**src/rtl/lane_stripe_pkg.sv**
```systemverilog
package lane_stripe_pkg;
    localparam int MAX_LANES  = 4;
    localparam int LANE_IDX_W = 2;

    typedef logic [7:0]            byte_t;
    typedef logic [LANE_IDX_W-1:0] lane_idx_t;

    // One queued lane entry: a byte, or an empty end mark.
    typedef struct packed {
        logic  empty_mark;
        logic  last_byte;
        byte_t data;
    } lane_ent_t;

    function automatic lane_idx_t next_lane(lane_idx_t cur, int lanes);
        return (int'(cur) == lanes - 1) ? lane_idx_t'(0) : lane_idx_t'(cur + 1'b1);
    endfunction
endpackage

```
**src/rtl/lane_queue.sv**
```systemverilog
module lane_queue
    import lane_stripe_pkg::*;
#(
    parameter int DEPTH = 8
) (
    input  logic      clk,
    input  logic      rst,
    input  logic      push,
    input  lane_ent_t wr_ent,
    input  logic      pop,
    output lane_ent_t rd_ent,
    output logic      empty,
    output logic      full
);
    localparam int PTR_W = (DEPTH > 1) ? $clog2(DEPTH) : 1;
    localparam int CNT_W = $clog2(DEPTH + 1);

    lane_ent_t          mem [DEPTH];
    logic [PTR_W-1:0]   wr_q, rd_q;
    logic [CNT_W-1:0]   cnt_q;
    logic               do_push, do_pop;

    assign empty   = (cnt_q == '0);
    assign full    = (cnt_q == CNT_W'(DEPTH));
    assign do_push = push && !full;
    assign do_pop  = pop && !empty;
    assign rd_ent  = mem[rd_q];

    function automatic logic [PTR_W-1:0] bump(logic [PTR_W-1:0] p);
        return (int'(p) == DEPTH - 1) ? '0 : p + 1'b1;
    endfunction

    always_ff @(posedge clk) begin
        if (rst) begin
            wr_q  <= '0;
            rd_q  <= '0;
            cnt_q <= '0;
            for (int i = 0; i < DEPTH; i++) mem[i] <= '0;
        end else begin
            if (do_push) begin
                mem[wr_q] <= wr_ent;
                wr_q      <= bump(wr_q);
            end
            if (do_pop) rd_q <= bump(rd_q);
            case ({do_push, do_pop})
                2'b10:   cnt_q <= cnt_q + 1'b1;
                2'b01:   cnt_q <= cnt_q - 1'b1;
                default: cnt_q <= cnt_q;
            endcase
        end
    end
endmodule

```
**src/rtl/lane_striper.sv**
```systemverilog
module lane_striper
    import lane_stripe_pkg::*;
#(
    parameter int LANES = 4
) (
    input  logic               clk,
    input  logic               rst,
    input  logic               in_valid,
    input  byte_t              in_data,
    input  logic               in_sop,
    input  logic               in_eop,
    output logic [LANES-1:0]   tx_valid,
    output logic [LANES*8-1:0] tx_data,
    output logic [LANES-1:0]   tx_eot
);
    localparam int LAST = LANES - 1;

    lane_idx_t idx_q, cur;
    byte_t     hold_q [MAX_LANES];
    logic      emit;

    always_comb begin
        cur  = in_sop ? lane_idx_t'(0) : idx_q;
        emit = in_valid && (in_eop || int'(cur) == LAST);
    end

    always_ff @(posedge clk) begin
        if (rst) begin
            idx_q    <= '0;
            tx_valid <= '0;
            tx_eot   <= '0;
            tx_data  <= '0;
            for (int i = 0; i < MAX_LANES; i++) hold_q[i] <= '0;
        end else begin
            tx_valid <= '0;
            tx_eot   <= '0;
            if (in_valid) begin
                hold_q[cur] <= in_data;
                idx_q       <= emit ? lane_idx_t'(0) : cur + 1'b1;
            end
            if (emit) begin
                for (int l = 0; l < LANES; l++) begin
                    tx_data[l*8 +: 8] <= (l == int'(cur)) ? in_data : hold_q[l];
                    tx_valid[l]       <= (l <= int'(cur));
                end
                tx_eot <= in_eop ? '1 : '0;
            end
        end
    end
endmodule

```
**src/rtl/lane_merger.sv**
```systemverilog
module lane_merger
    import lane_stripe_pkg::*;
#(
    parameter int LANES      = 4,
    parameter int FIFO_DEPTH = 8
) (
    input  logic               clk,
    input  logic               rst,
    input  logic [LANES-1:0]   rx_valid,
    input  logic [LANES*8-1:0] rx_data,
    input  logic [LANES-1:0]   rx_eot,
    output logic               out_valid,
    output byte_t              out_data,
    output logic               out_sop,
    output logic               out_eop,
    output logic [LANES-1:0]   q_push,
    output logic [LANES-1:0]   q_full
);
    localparam int LAST = LANES - 1;

    lane_ent_t               head [MAX_LANES];
    logic [MAX_LANES-1:0]    empty, pop_v;
    lane_idx_t               ptr_q, nx;
    logic                    fire, eop, adv, in_pkt_q;

    for (genvar l = 0; l < MAX_LANES; l++) begin : g_q
        if (l < LANES) begin : g_on
            lane_ent_t ent;
            assign q_push[l]      = rx_valid[l] | rx_eot[l];
            assign ent.empty_mark = rx_eot[l] & ~rx_valid[l];
            assign ent.last_byte  = rx_eot[l] & rx_valid[l];
            assign ent.data       = rx_data[l*8 +: 8];
            lane_queue #(.DEPTH(FIFO_DEPTH)) u_q (
                .clk    (clk),
                .rst    (rst),
                .push   (q_push[l]),
                .wr_ent (ent),
                .pop    (pop_v[l]),
                .rd_ent (head[l]),
                .empty  (empty[l]),
                .full   (q_full[l])
            );
        end else begin : g_off
            assign head[l]  = '0;
            assign empty[l] = 1'b1;
        end
    end

    always_comb begin
        nx    = next_lane(ptr_q, LANES);
        fire  = 1'b0;
        eop   = 1'b0;
        adv   = 1'b0;
        pop_v = '0;
        if (!empty[ptr_q]) begin
            if (head[ptr_q].empty_mark) begin
                adv = 1'b1;
            end else if (!head[ptr_q].last_byte || int'(ptr_q) == LAST) begin
                fire = 1'b1;
                eop  = head[ptr_q].last_byte;
            end else if (!empty[nx]) begin
                // a lane's last byte ends the packet only if the next lane is done
                fire = 1'b1;
                eop  = head[nx].empty_mark;
            end
            if (fire) adv = 1'b1;
            pop_v[ptr_q] = adv;
        end
    end

    always_ff @(posedge clk) begin
        if (rst) begin
            ptr_q     <= '0;
            in_pkt_q  <= 1'b0;
            out_valid <= 1'b0;
            out_data  <= '0;
            out_sop   <= 1'b0;
            out_eop   <= 1'b0;
        end else begin
            out_valid <= fire;
            if (adv) ptr_q <= nx;
            if (fire) begin
                out_data <= head[ptr_q].data;
                out_sop  <= !in_pkt_q;
                out_eop  <= eop;
                in_pkt_q <= !eop;
            end
        end
    end
endmodule

```
**src/rtl/lane_stripe_link.sv**
```systemverilog
module lane_stripe_link
    import lane_stripe_pkg::*;
#(
    parameter int LANES      = 4,
    parameter int FIFO_DEPTH = 8
) (
    input  logic               clk,
    input  logic               rst,
    input  logic               in_valid,
    input  logic [7:0]         in_data,
    input  logic               in_sop,
    input  logic               in_eop,
    output logic [LANES-1:0]   tx_valid,
    output logic [LANES*8-1:0] tx_data,
    output logic [LANES-1:0]   tx_eot,
    input  logic [LANES-1:0]   rx_valid,
    input  logic [LANES*8-1:0] rx_data,
    input  logic [LANES-1:0]   rx_eot,
    output logic               out_valid,
    output logic [7:0]         out_data,
    output logic               out_sop,
    output logic               out_eop
);
    logic [LANES-1:0] rx_push, rx_full;

    lane_striper #(.LANES(LANES)) u_tx (
        .clk      (clk),
        .rst      (rst),
        .in_valid (in_valid),
        .in_data  (in_data),
        .in_sop   (in_sop),
        .in_eop   (in_eop),
        .tx_valid (tx_valid),
        .tx_data  (tx_data),
        .tx_eot   (tx_eot)
    );

    lane_merger #(.LANES(LANES), .FIFO_DEPTH(FIFO_DEPTH)) u_rx (
        .clk       (clk),
        .rst       (rst),
        .rx_valid  (rx_valid),
        .rx_data   (rx_data),
        .rx_eot    (rx_eot),
        .out_valid (out_valid),
        .out_data  (out_data),
        .out_sop   (out_sop),
        .out_eop   (out_eop),
        .q_push    (rx_push),
        .q_full    (rx_full)
    );
endmodule

```
**config.mk**
```make
export PLATFORM = sky130hd
export DESIGN_NAME = lane_stripe_link
export DESIGN_NICKNAME = d
export VERILOG_FILES = /design/src/rtl/lane_stripe_pkg.sv /design/src/rtl/lane_queue.sv /design/src/rtl/lane_striper.sv /design/src/rtl/lane_merger.sv /design/src/rtl/lane_stripe_link.sv
export SDC_FILE = /design/constraint.sdc
export NUM_CORES = 1
export LEC_CHECK = 0
export CAP_MARGIN = 20
export CORE_UTILIZATION = 55
export CTS_CLUSTER_SIZE = 14
export DETAILED_ROUTE_END_ITERATION = 16
export GPL_ROUTABILITY_DRIVEN = 0
export PLACE_DENSITY = 0.74
export SLEW_MARGIN = 15
export SYNTH_ARGS = -nofsm -noshare
export SYNTH_HDL_FRONTEND = slang
export SYNTH_SLANG_ARGS = --single-unit
```
**constraint.sdc**
```tcl
create_clock -name clk -period 6.5 [get_ports clk]
set_clock_uncertainty 0.1 [all_clocks]
set_input_delay 1.3 -clock clk [delete_from_list [all_inputs] [get_ports clk]]
set_output_delay 1.3 -clock clk [all_outputs]
set_load 0.05 [all_outputs]
```
### Word level (Yosys, flattened, before mapping)

Memories as Yosys holds them, arrays and structs flattened. A register that Yosys moved wholly into a read port is not among the register bits.
Cells that the tools add are included.

* bits in registers: 64
* memory bits (writable): 352
* output and inout port bits: 51
* memories kept: 5

Memories
* u_rx.g_q[0].g_on.u_q.mem: words 8, bits a word 10, rd ports 1, clocked after Yosys merged registers in 1, write ports 8, RTL line lane_queue.sv:18 `lane_ent_t mem [DEPTH];`
* u_rx.g_q[1].g_on.u_q.mem: words 8, bits a word 10, rd ports 1, clocked after Yosys merged registers in 1, write ports 8, RTL line lane_queue.sv:18
* u_rx.g_q[2].g_on.u_q.mem: words 8, bits a word 10, rd ports 1, clocked after Yosys merged registers in 1, write ports 8, RTL line lane_queue.sv:18
* u_rx.g_q[3].g_on.u_q.mem: words 8, bits a word 10, rd ports 1, clocked after Yosys merged registers in 1, write ports 8, RTL line lane_queue.sv:18
* u_tx.hold_q: words 4, bits a word 8, rd ports 4, clocked after Yosys merged registers in 4, write ports 4, RTL line lane_striper.sv:19 `byte_t hold_q [MAX_LANES];`

* add/sub/neg operators: 18
* $lt $le $gt $ge: 8
* equal/unequal tests: 22
* muxes and demuxes: 83
* bitwise operators: 20
* reductions and logical operators: 37

Operator list (count)
* $mux 10: 8
* $mux 3: 20
* $bmux 10 s2: 2
* $reduce_or 10->1: 4
* $mux 1: 39
* $pmux 4 s2: 4
* $add 3x1->3 const B: 8
* $eq 3x1->1 const B: 8
* $add 4x1->4 const B: 4
* $eq 4x4->1 const B: 4
* $logic_not 4->1: 4
* $sub 4x1->4 const B: 4
* $eq 2x1->1 const B: 6
* $logic_not 1->1: 11
* $logic_and 1x1->1: 10
* $and 1x1->1: 8
* $eq 2x2->1 const B: 4
* $mux 2: 4
* $mux 4: 2
* $mux 8: 1
* $reduce_bool 2->1: 4
* $reduce_or 8->1: 1
* $ge 3x3->1 const B: 2
* $lt 2x3->1 const B: 2
* 12 further kinds: 24

### Longest topological paths before layout

Gate-level depths: netlist (run 1).

* word-level depth: 16
* depth in mapped cells: 17
* depth with buffers taken out: 15

### Cells and area by module

From an unflattened synthesis (run 1), not the netlist that was laid out.

* cells, all modules: 1637
* area, all modules: 20972.6 um^2

Modules (own cells, without submodules)
* lane_queue: instances 4, cells an instance 311, area an instance 4184.0 um^2, seq. area each 2662.6 um^2
* lane_striper: instances 1, cells an instance 295, area an instance 3179.3 um^2, seq. area each 1741.7 um^2
* lane_merger: instances 1, cells an instance 98, area an instance 1057.3 um^2, seq. area each 280.3 um^2

### Least setup slack after synthesis (run 1)

Ideal clock, no wire load.

* path kind: register -> register
* start point: register u_rx.ptr_q[1]
* end point: register u_rx.g_q[1].g_on.u_q.cnt_q[2]
* setup time: 0.071 ns
* arrival time: 3.145 ns
* data required time: 6.329 ns
* setup slack: 3.184 ns
* cell stages (with the launch flop): 16
* path buffers: 1
* period minus slack after synthesis: 3.316 ns
* path through: dfxtp_1 > clkbuf_1 > inv_2 > ha_1 > nand3b_1 > nor2b_1 > o2111ai_2 > o21ai_2 > inv_1 > ha_1 > xor2_1 > ha_1 > a21oi_1 > xor2_1 > or3_1 > a21oi_1

RTL lines
* start, declared: RTL line lane_merger.sv:23 `lane_idx_t ptr_q, nx;`
* start signal, assigned: RTL line lane_merger.sv:81 `if (adv) ptr_q <= nx;`
* $add 2x1->2 or $eq 2x1->1 (tied branches): RTL line lane_stripe_pkg.sv:16 `return (int'(cur) == lanes - 1) ? lane_idx_t'(0) : lane_idx_t'(cur + 1'b1);`
* $mux 2 (*): RTL line lane_stripe_pkg.sv:16
* net u_rx.nx[1]: RTL line lane_merger.sv:23
* $bmux 1 s2 (*): RTL line lane_merger.sv:61 `end else if (!empty[nx]) begin`
* $mux 1 (implied by the code) (*): RTL line lane_merger.sv:61
* $mux 1 (*): RTL line lane_merger.sv:61
* $mux 1 (*): RTL line lane_merger.sv:58 `end else if (!head[ptr_q].last_byte || int'(ptr_q) == LAST) begin`
* $mux 1 (*): RTL line lane_merger.sv:56 `if (head[ptr_q].empty_mark) begin`
* $mux 1 (*): RTL line lane_merger.sv:55 `if (!empty[ptr_q]) begin`
* $mux 1 (*): RTL line lane_merger.sv:66 `if (fire) adv = 1'b1;`
* $mux 1 (*): RTL line lane_merger.sv:55
* $and 4x4->4 (no source line) (*)
* $mux 4 (*): RTL line lane_merger.sv:55
* $logic_and 1x1->1 (*): RTL line lane_queue.sv:26 `assign do_pop = pop && !empty;`
* $eq 2x1->1 or $eq 2x2->1 (tied branches): RTL line lane_queue.sv:45 `case ({do_push, do_pop})`
* $pmux 4 s2 or $reduce_bool 2->1 (tied branches)
* end signal, assigned: RTL line lane_queue.sv:46 `2'b10: cnt_q <= cnt_q + 1'b1;`
* end signal, assigned: RTL line lane_queue.sv:47 `2'b01: cnt_q <= cnt_q - 1'b1;`
* end signal, assigned: RTL line lane_queue.sv:48 `default: cnt_q <= cnt_q;`
* end, declared: RTL line lane_queue.sv:20 `logic [CNT_W-1:0] cnt_q;`

The timed path passes the listed nets; every way through them passes the cells marked *. The select of a mux whose other input is x is not followed.
A chain may end at the register's enable or synchronous reset.

==> flow_summary.yaml, run 1 <==
clock_tree:
  cts-root-buf: "clkbuf_16"
  insertion_delay_ns: 0.55
  cts_made_buffers: 47
  htree_levels: 2
  cts_resized: 0
  clock-sinks: 457
  post-cts-setup-buffer-count: 0
  hold_buffers: 0
  cts_tree: "done"
  cts_buffer_depth: 3
  clk_pin_slew_ns: 0.06
sta:
  tightest_slew_ns: 1.19
  fin_crit_sh_pct: 63.2
  maxSlewHeadroom_pct: 20.4
  rsz0062_at_grt: "no"
  hold_viol: 0
  fin_crit_ns: 4.11
  fmax_ghz: 0.244
  setup_viol: 0
  drv_slew: 0
  final.setup.tns_ns: 0
power_and_ir_drop:
  p_switching_mw: 2.22
  intPower_mw: 5.75
  p_sw_share_pct: 27.9
  p_per_area_nw_per_um2: 332
  ir_worst_vdd_mv: 0.241
  power_frac_seq_pct: 44.2
  clkPwrFrac_pct: 35.9
  cellLeakagePower_nw: 9.34
  comb_power_share_pct: 19.9
worst_setup_path:
  critPathRequiredTime_ns: 6.88
  crit_type: "register to register"
  path_max_fanout: 22
  critPathLaunchType: "register"
  cp.arrival_ns: 4.48
  cp-end-kind: "register"
synthesis:
  avgSynthCellArea_um2: 13.2
  synth_cell_types: 55
  ys_seq_elements: 457
  synth.largest_area_cell: "edfxtp_1"
  yosysWarnings: 0
  synth.net_count: 1671
  yosys.area.top_type_share_pct: 50.4
  synthCells: 1582
  synth-edff-count: 352
  synthTopCellsByArea: "edfxtp_1 50%, dfxtp_1 10%, mux4_2 8.5%, and3_1 6.0%, mux2i_1 3.6%"
  syn_area_um2: 21000
  seq_area_frac_synth_pct: 60.5
  synthArstFlopShare_pct: 0
  synth_top_flop_cell: "edfxtp_1"
detailed_routing:
  drt-vias-per-instance: 5.85
  vias: 12870
  ant_nets: 0
  wl_um: 45900
  drc: 0
  dr.pass1.iters: 5
  drt-initial-drc-count: 929
  wire_per_inst_um: 20.9
place:
  io_buffers: 103
  place_hpwl_um: 30200
status:
  outcome: "completed"
grt:
  grt_usage_pct: 24.0
  grt_overflow: 0
  grt_antenna_before_repair: 1
  grt_first_pass_wirelength_um: 71800
  grt_max_degree: 54
  grt_pass1_vias: 12693
die:
  die_h_um: 197
  die_area_um2: 38900
  rows: 71
  die_w_um: 197
  io_pins: 104
  start_util_pct: 55.8
  design.core.area_um2: 37600
finish:
  layout_common_cells: "352 x edfxtp_1, 201 x and3_1, 124 x nor2_1"
  drive_gt1_share_pct: 11.8
  final_common_cell: "edfxtp_1"
  final_net_count: 1738
  synthToLayoutAreaGrowth_pct: 14.5
  fin_util_pct: 63.8
hold_path:
  min-delay-path-class: "register to register"
flow_run:
  max_cap_violations: 0
per-layer routing:
metal  vias up  track usage [%]  share of wire (%)
met5         -                0                  0
met4         0             7.24                2.6
met3        76             4.76                6.7
met2       401             39.4                 48
met1      6368             32.4                 42
li1       6025                -                  -
layout make-up:
cell class | count | area, um2
fill | 2772 | 13600
sequential | 457 | 12700
multi-input combinational | 1007 | 7790
clock buffer | 60 | 1310
timing repair buffer | 124 | 1200
tap | 511 | 639
clock inverter | 27 | 330
inverter | 12 | 45.0
antenna | 1 | 2.50
cell families (layout without fill, tap and decap cells):
logic type	Yosys count	count (layout)	synth area share, %
DFF	457	457	60.5
other	0	1	0
buffers and inverters	118	223	2.50
muxes	162	162	12.6
and+or+nand+nor	672	672	17.5
adders and majority gates	36	36	2.19
xor gates and xnor gates	15	15	0.627
AOI/OAI and AO/OA	122	122	4.10
metrics by stage:
step	hold WS [ns]	cells	instance area, um2	power (mW)	setup slack, ns
finish	0.358	2199	24000	7.97	2.39
global route	0.390	2198	24000	8.26	2.11
CTS	0.363	2193	23900	7.99	2.23
detailed placement	0.347	2106	22300	5.15	2.26
global placement	0.334	2106	22300	5.11	2.38
floorplan	0.346	1582	21000	4.74	3.18
synth_stat cells, drive strengths merged, types with 2 or more instances:
cell type	instances
a211oi	5
a21o	4
a21oi	44
a22oi	2
a2bb2oi	17
a311oi	9
and2	101
and3	201
buf	35
clkbuf	71
dfxtp	105
edfxtp	352
ha	35
inv	12
mux2	7
mux2i	75
mux4	80
nand2	87
nand2b	71
nand3	17
nand3b	8
nand4	2
nor2	126
nor2b	16
nor3	18
nor3b	3
nor4	9
nor4bb	6
o21ai	30
or3	5
or4	2
xnor2	4
xor2	11
critical path, cell delays in order, from the launching register on:
cell     delay [ns]
dfxtp_1        1.05
mux4_2         0.46
mux2i_1        0.31
nand3_1        0.15
o211a_4        0.22
o21ai_2        0.28
inv_1          0.10
ha_1           0.28
xor2_1         0.17
ha_1           0.20
a21oi_1        0.15
xor2_1         0.09
or3_1          0.31
a21oi_1        0.14
power by group through the flow:
stage	Clock (mW)	Sequential (mW)	Combinational [mW]
floorplan	0	3.61	1.13
global placement	0	3.58	1.53
detailed placement	0	3.59	1.56
CTS	2.89	3.53	1.57
global route	3.00	3.55	1.72
finish	2.86	3.52	1.59
sequential cells by signal, indices dropped and copies added (netlist names), 2 cells and up, named ones only:
signal	count
u_rx.out_data	8
u_rx.g_q.g_on.u_q.rd_q	12
u_rx.g_q.g_on.u_q.mem	320
u_tx.idx_q	2
u_tx.tx_valid	4
u_rx.ptr_q	2
u_tx.hold_q	32
tx_data	32
u_rx.g_q.g_on.u_q.wr_q	12
u_rx.g_q.g_on.u_q.cnt_q	16
worst paths after layout:
check	from	to	slack, ns	depth (start not counted)
worst min-delay path	tx_data[20]	tx_data[20]	0.36	2
worst max-delay path	register	u_rx.g_q[2].g_on.u_q.cnt_q[2]	2.39	13
worst min register to register	tx_data[20]	tx_data[20]	0.36	2
worst max register to register	register	u_rx.g_q[2].g_on.u_q.cnt_q[2]	2.39	13
Note: power is estimated with default switching activity, not from simulation.
==> run 2: changes to the inputs <==
--- a/config.mk
+++ b/config.mk
@@ -10,7 +10,7 @@
 export CTS_CLUSTER_SIZE = 14
 export DETAILED_ROUTE_END_ITERATION = 16
 export GPL_ROUTABILITY_DRIVEN = 0
-export PLACE_DENSITY = 0.74
+export PLACE_DENSITY = 0.77
 export SLEW_MARGIN = 15
 export SYNTH_ARGS = -nofsm -noshare
 export SYNTH_HDL_FRONTEND = slang
==> constraint.sdc (replaced) <==
create_clock -name clk -period 3.35 [get_ports clk]
set_clock_uncertainty 0.1 [all_clocks]
set_input_delay 0.67 -clock clk [delete_from_list [all_inputs] [get_ports clk]]
set_output_delay 0.67 -clock clk [all_outputs]
set_load 0.05 [all_outputs]
==> flow_summary.yaml, run 2 (synthesized netlist as in run 1, its figures left out) <==
status:
  outcome: "completed"
clock_tree:
  cts_made_buffers: 47
  cts_tree: "done"
  clock-sinks: 457
  cts-root-buf: "clkbuf_16"
  cts_buffer_depth: 3
  clk_pin_slew_ns: 0.06
  insertion_delay_ns: 0.58
  htree_levels: 2
  post-cts-setup-buffer-count: 0
detailed_routing:
  drt-initial-drc-count: 989
  drt-vias-per-instance: 5.84
  vias: 13355
  wire_per_inst_um: 20.7
  wl_um: 47300
  drc: 0
  ant_nets: 0
  dr.pass1.iters: 6
sta:
  rsz0062_at_grt: "yes"
  fin_crit_ns: 3.24
  holdWs_ns: 0.363
  maxSlewHeadroom_pct: 45.1
  fin_crit_sh_pct: 96.7
  hold_viol: 0
  drv_slew: 0
  fmax_ghz: 0.309
  tightest_slew_ns: 0.801
  setup_viol: 0
  final.setup.tns_ns: 0
finish:
  final_common_cell: "edfxtp_1"
  largest_register_ffs: 320
  reg_top3: "u_rx.g_q.g_on.u_q.mem (320), tx_data (32), u_tx.hold_q (32)"
  regMostFlops: "u_rx.g_q.g_on.u_q.mem"
  synthToLayoutAreaGrowth_pct: 17.3
  final_net_count: 1823
  drive_gt1_share_pct: 16.5
  fill_cells: 2711
  layout_common_cells: "352 x edfxtp_1, 201 x and3_1, 124 x nor2_1"
power_and_ir_drop:
  ir_worst_vdd_mv: 0.382
  cellLeakagePower_nw: 9.70
  p_per_area_nw_per_um2: 614
worst_setup_path:
  cp.arrival_ns: 3.64
  path_max_fanout: 4
  cp-end-kind: "register"
  crit_type: "register to register"
  critPathRequiredTime_ns: 3.75
  critPathLaunchType: "register"
die:
  design.core.area_um2: 37600
  die_area_um2: 38900
  die_w_um: 197
  io_pins: 104
  die_h_um: 197
  start_util_pct: 55.8
  rows: 71
flow_run:
  max_cap_violations: 0
grt:
  grt_overflow: 0
  grt_max_degree: 51
  grt_antenna_before_repair: 2
  grt_pass1_vias: 13590
  grt_first_pass_wirelength_um: 74600
  grt_usage_pct: 24.9
place:
  place_hpwl_um: 32000
  io_buffers: 103
hold_path:
  min-delay-path-class: "register to register"
## run 2: changes by cell type in the layout (fill, tap and decap cells not counted), moves of 2 or more
cell and change:
buf_4 +77, clkbuf_1 +12, buf_12 +8, bufinv_16 -8, dfxtp_1 -6, a21oi_1 -5, a21oi_2 +5, dfxtp_2 +5
mux2i_1 -4, mux2i_2 +4, clkinv_1 -3, clkbuf_8 -2
## run 2: cell type report
type / instances / area (um2) / share of cell area [%]
clock buffer: 70 / 1330 / 5.39
sequential: 457 / 12700 / 51.6
inverter: 12 / 45.0 / 0.183
tap: 511 / 639 / 2.60
multi-input combinational: 1007 / 7860 / 32.0
antenna: 2 / 5.00 / 0.0204
timing repair buffer: 209 / 1940 / 7.88
clock inverter: 17 / 86.3 / 0.351
## run 2: layer usage
metal	wire length (um)	vias to the layer above	global-route usage, %
li1	-	6206	-
met1	19300	6615	32.6
met2	23000	441	41.3
met3	3410	93	5.09
met4	1560	0	8.79
met5	0	-	0
## run 2: path summary, 6_finish.rpt
kind	endpoint	slack, ns	start	depth (start not counted)
setup / recovery	u_rx.g_q[0].g_on.u_q.cnt_q[2]	0.11	register	14
hold / removal	tx_data[17]	0.36	tx_data[17]	2
setup reg to reg	u_rx.g_q[0].g_on.u_q.cnt_q[2]	0.11	register	14
hold reg to reg	tx_data[17]	0.36	tx_data[17]	2
## run 2: timing repair
action,in CTS,in global routing
setup endpoints to repair,3,6
pin swaps,0,0
endpoints found under the hold margin,0,0
gates resized for setup,4,21
hold buffers,0,0
## run 2: stage by stage
step	setup WS, ns	area [um2]	utilization, %	power (mW)	std cells
2_1_floorplan	0.0342	21000	-	9.19	1582
3_3_place_gp	0.136	23100	61.4	10.2	2196
3_5_place_dp	-0.0572	23100	61.4	10.3	2196
4_1_cts	0.00505	24500	65.2	15.1	2283
5_1_grt	-0.0351	24600	65.4	15.7	2283
6_report	0.110	24600	65.4	15.1	2285
## run 2: power by group
group | switching, mW | internal [mW] | leakage (nW)
combinational | 2.00 | 1.48 | 4.51
sequential | 0.235 | 6.54 | 4.51
clock | 2.12 | 2.73 | 0.686
total | 4.35 | 10.7 | 9.70
## run 2: worst max-delay path: stages, from the launching register on
cell	delay (ns)
dfxtp_4	0.38
mux4_2	0.51
mux2i_2	0.18
buf_4	0.16
nand3_1	0.10
o211a_4	0.19
o21ai_2	0.17
inv_1	0.09
ha_1	0.24
xor2_1	0.15
ha_1	0.21
a21oi_2	0.13
xor2_1	0.09
or3_1	0.31
a21oi_1	0.14
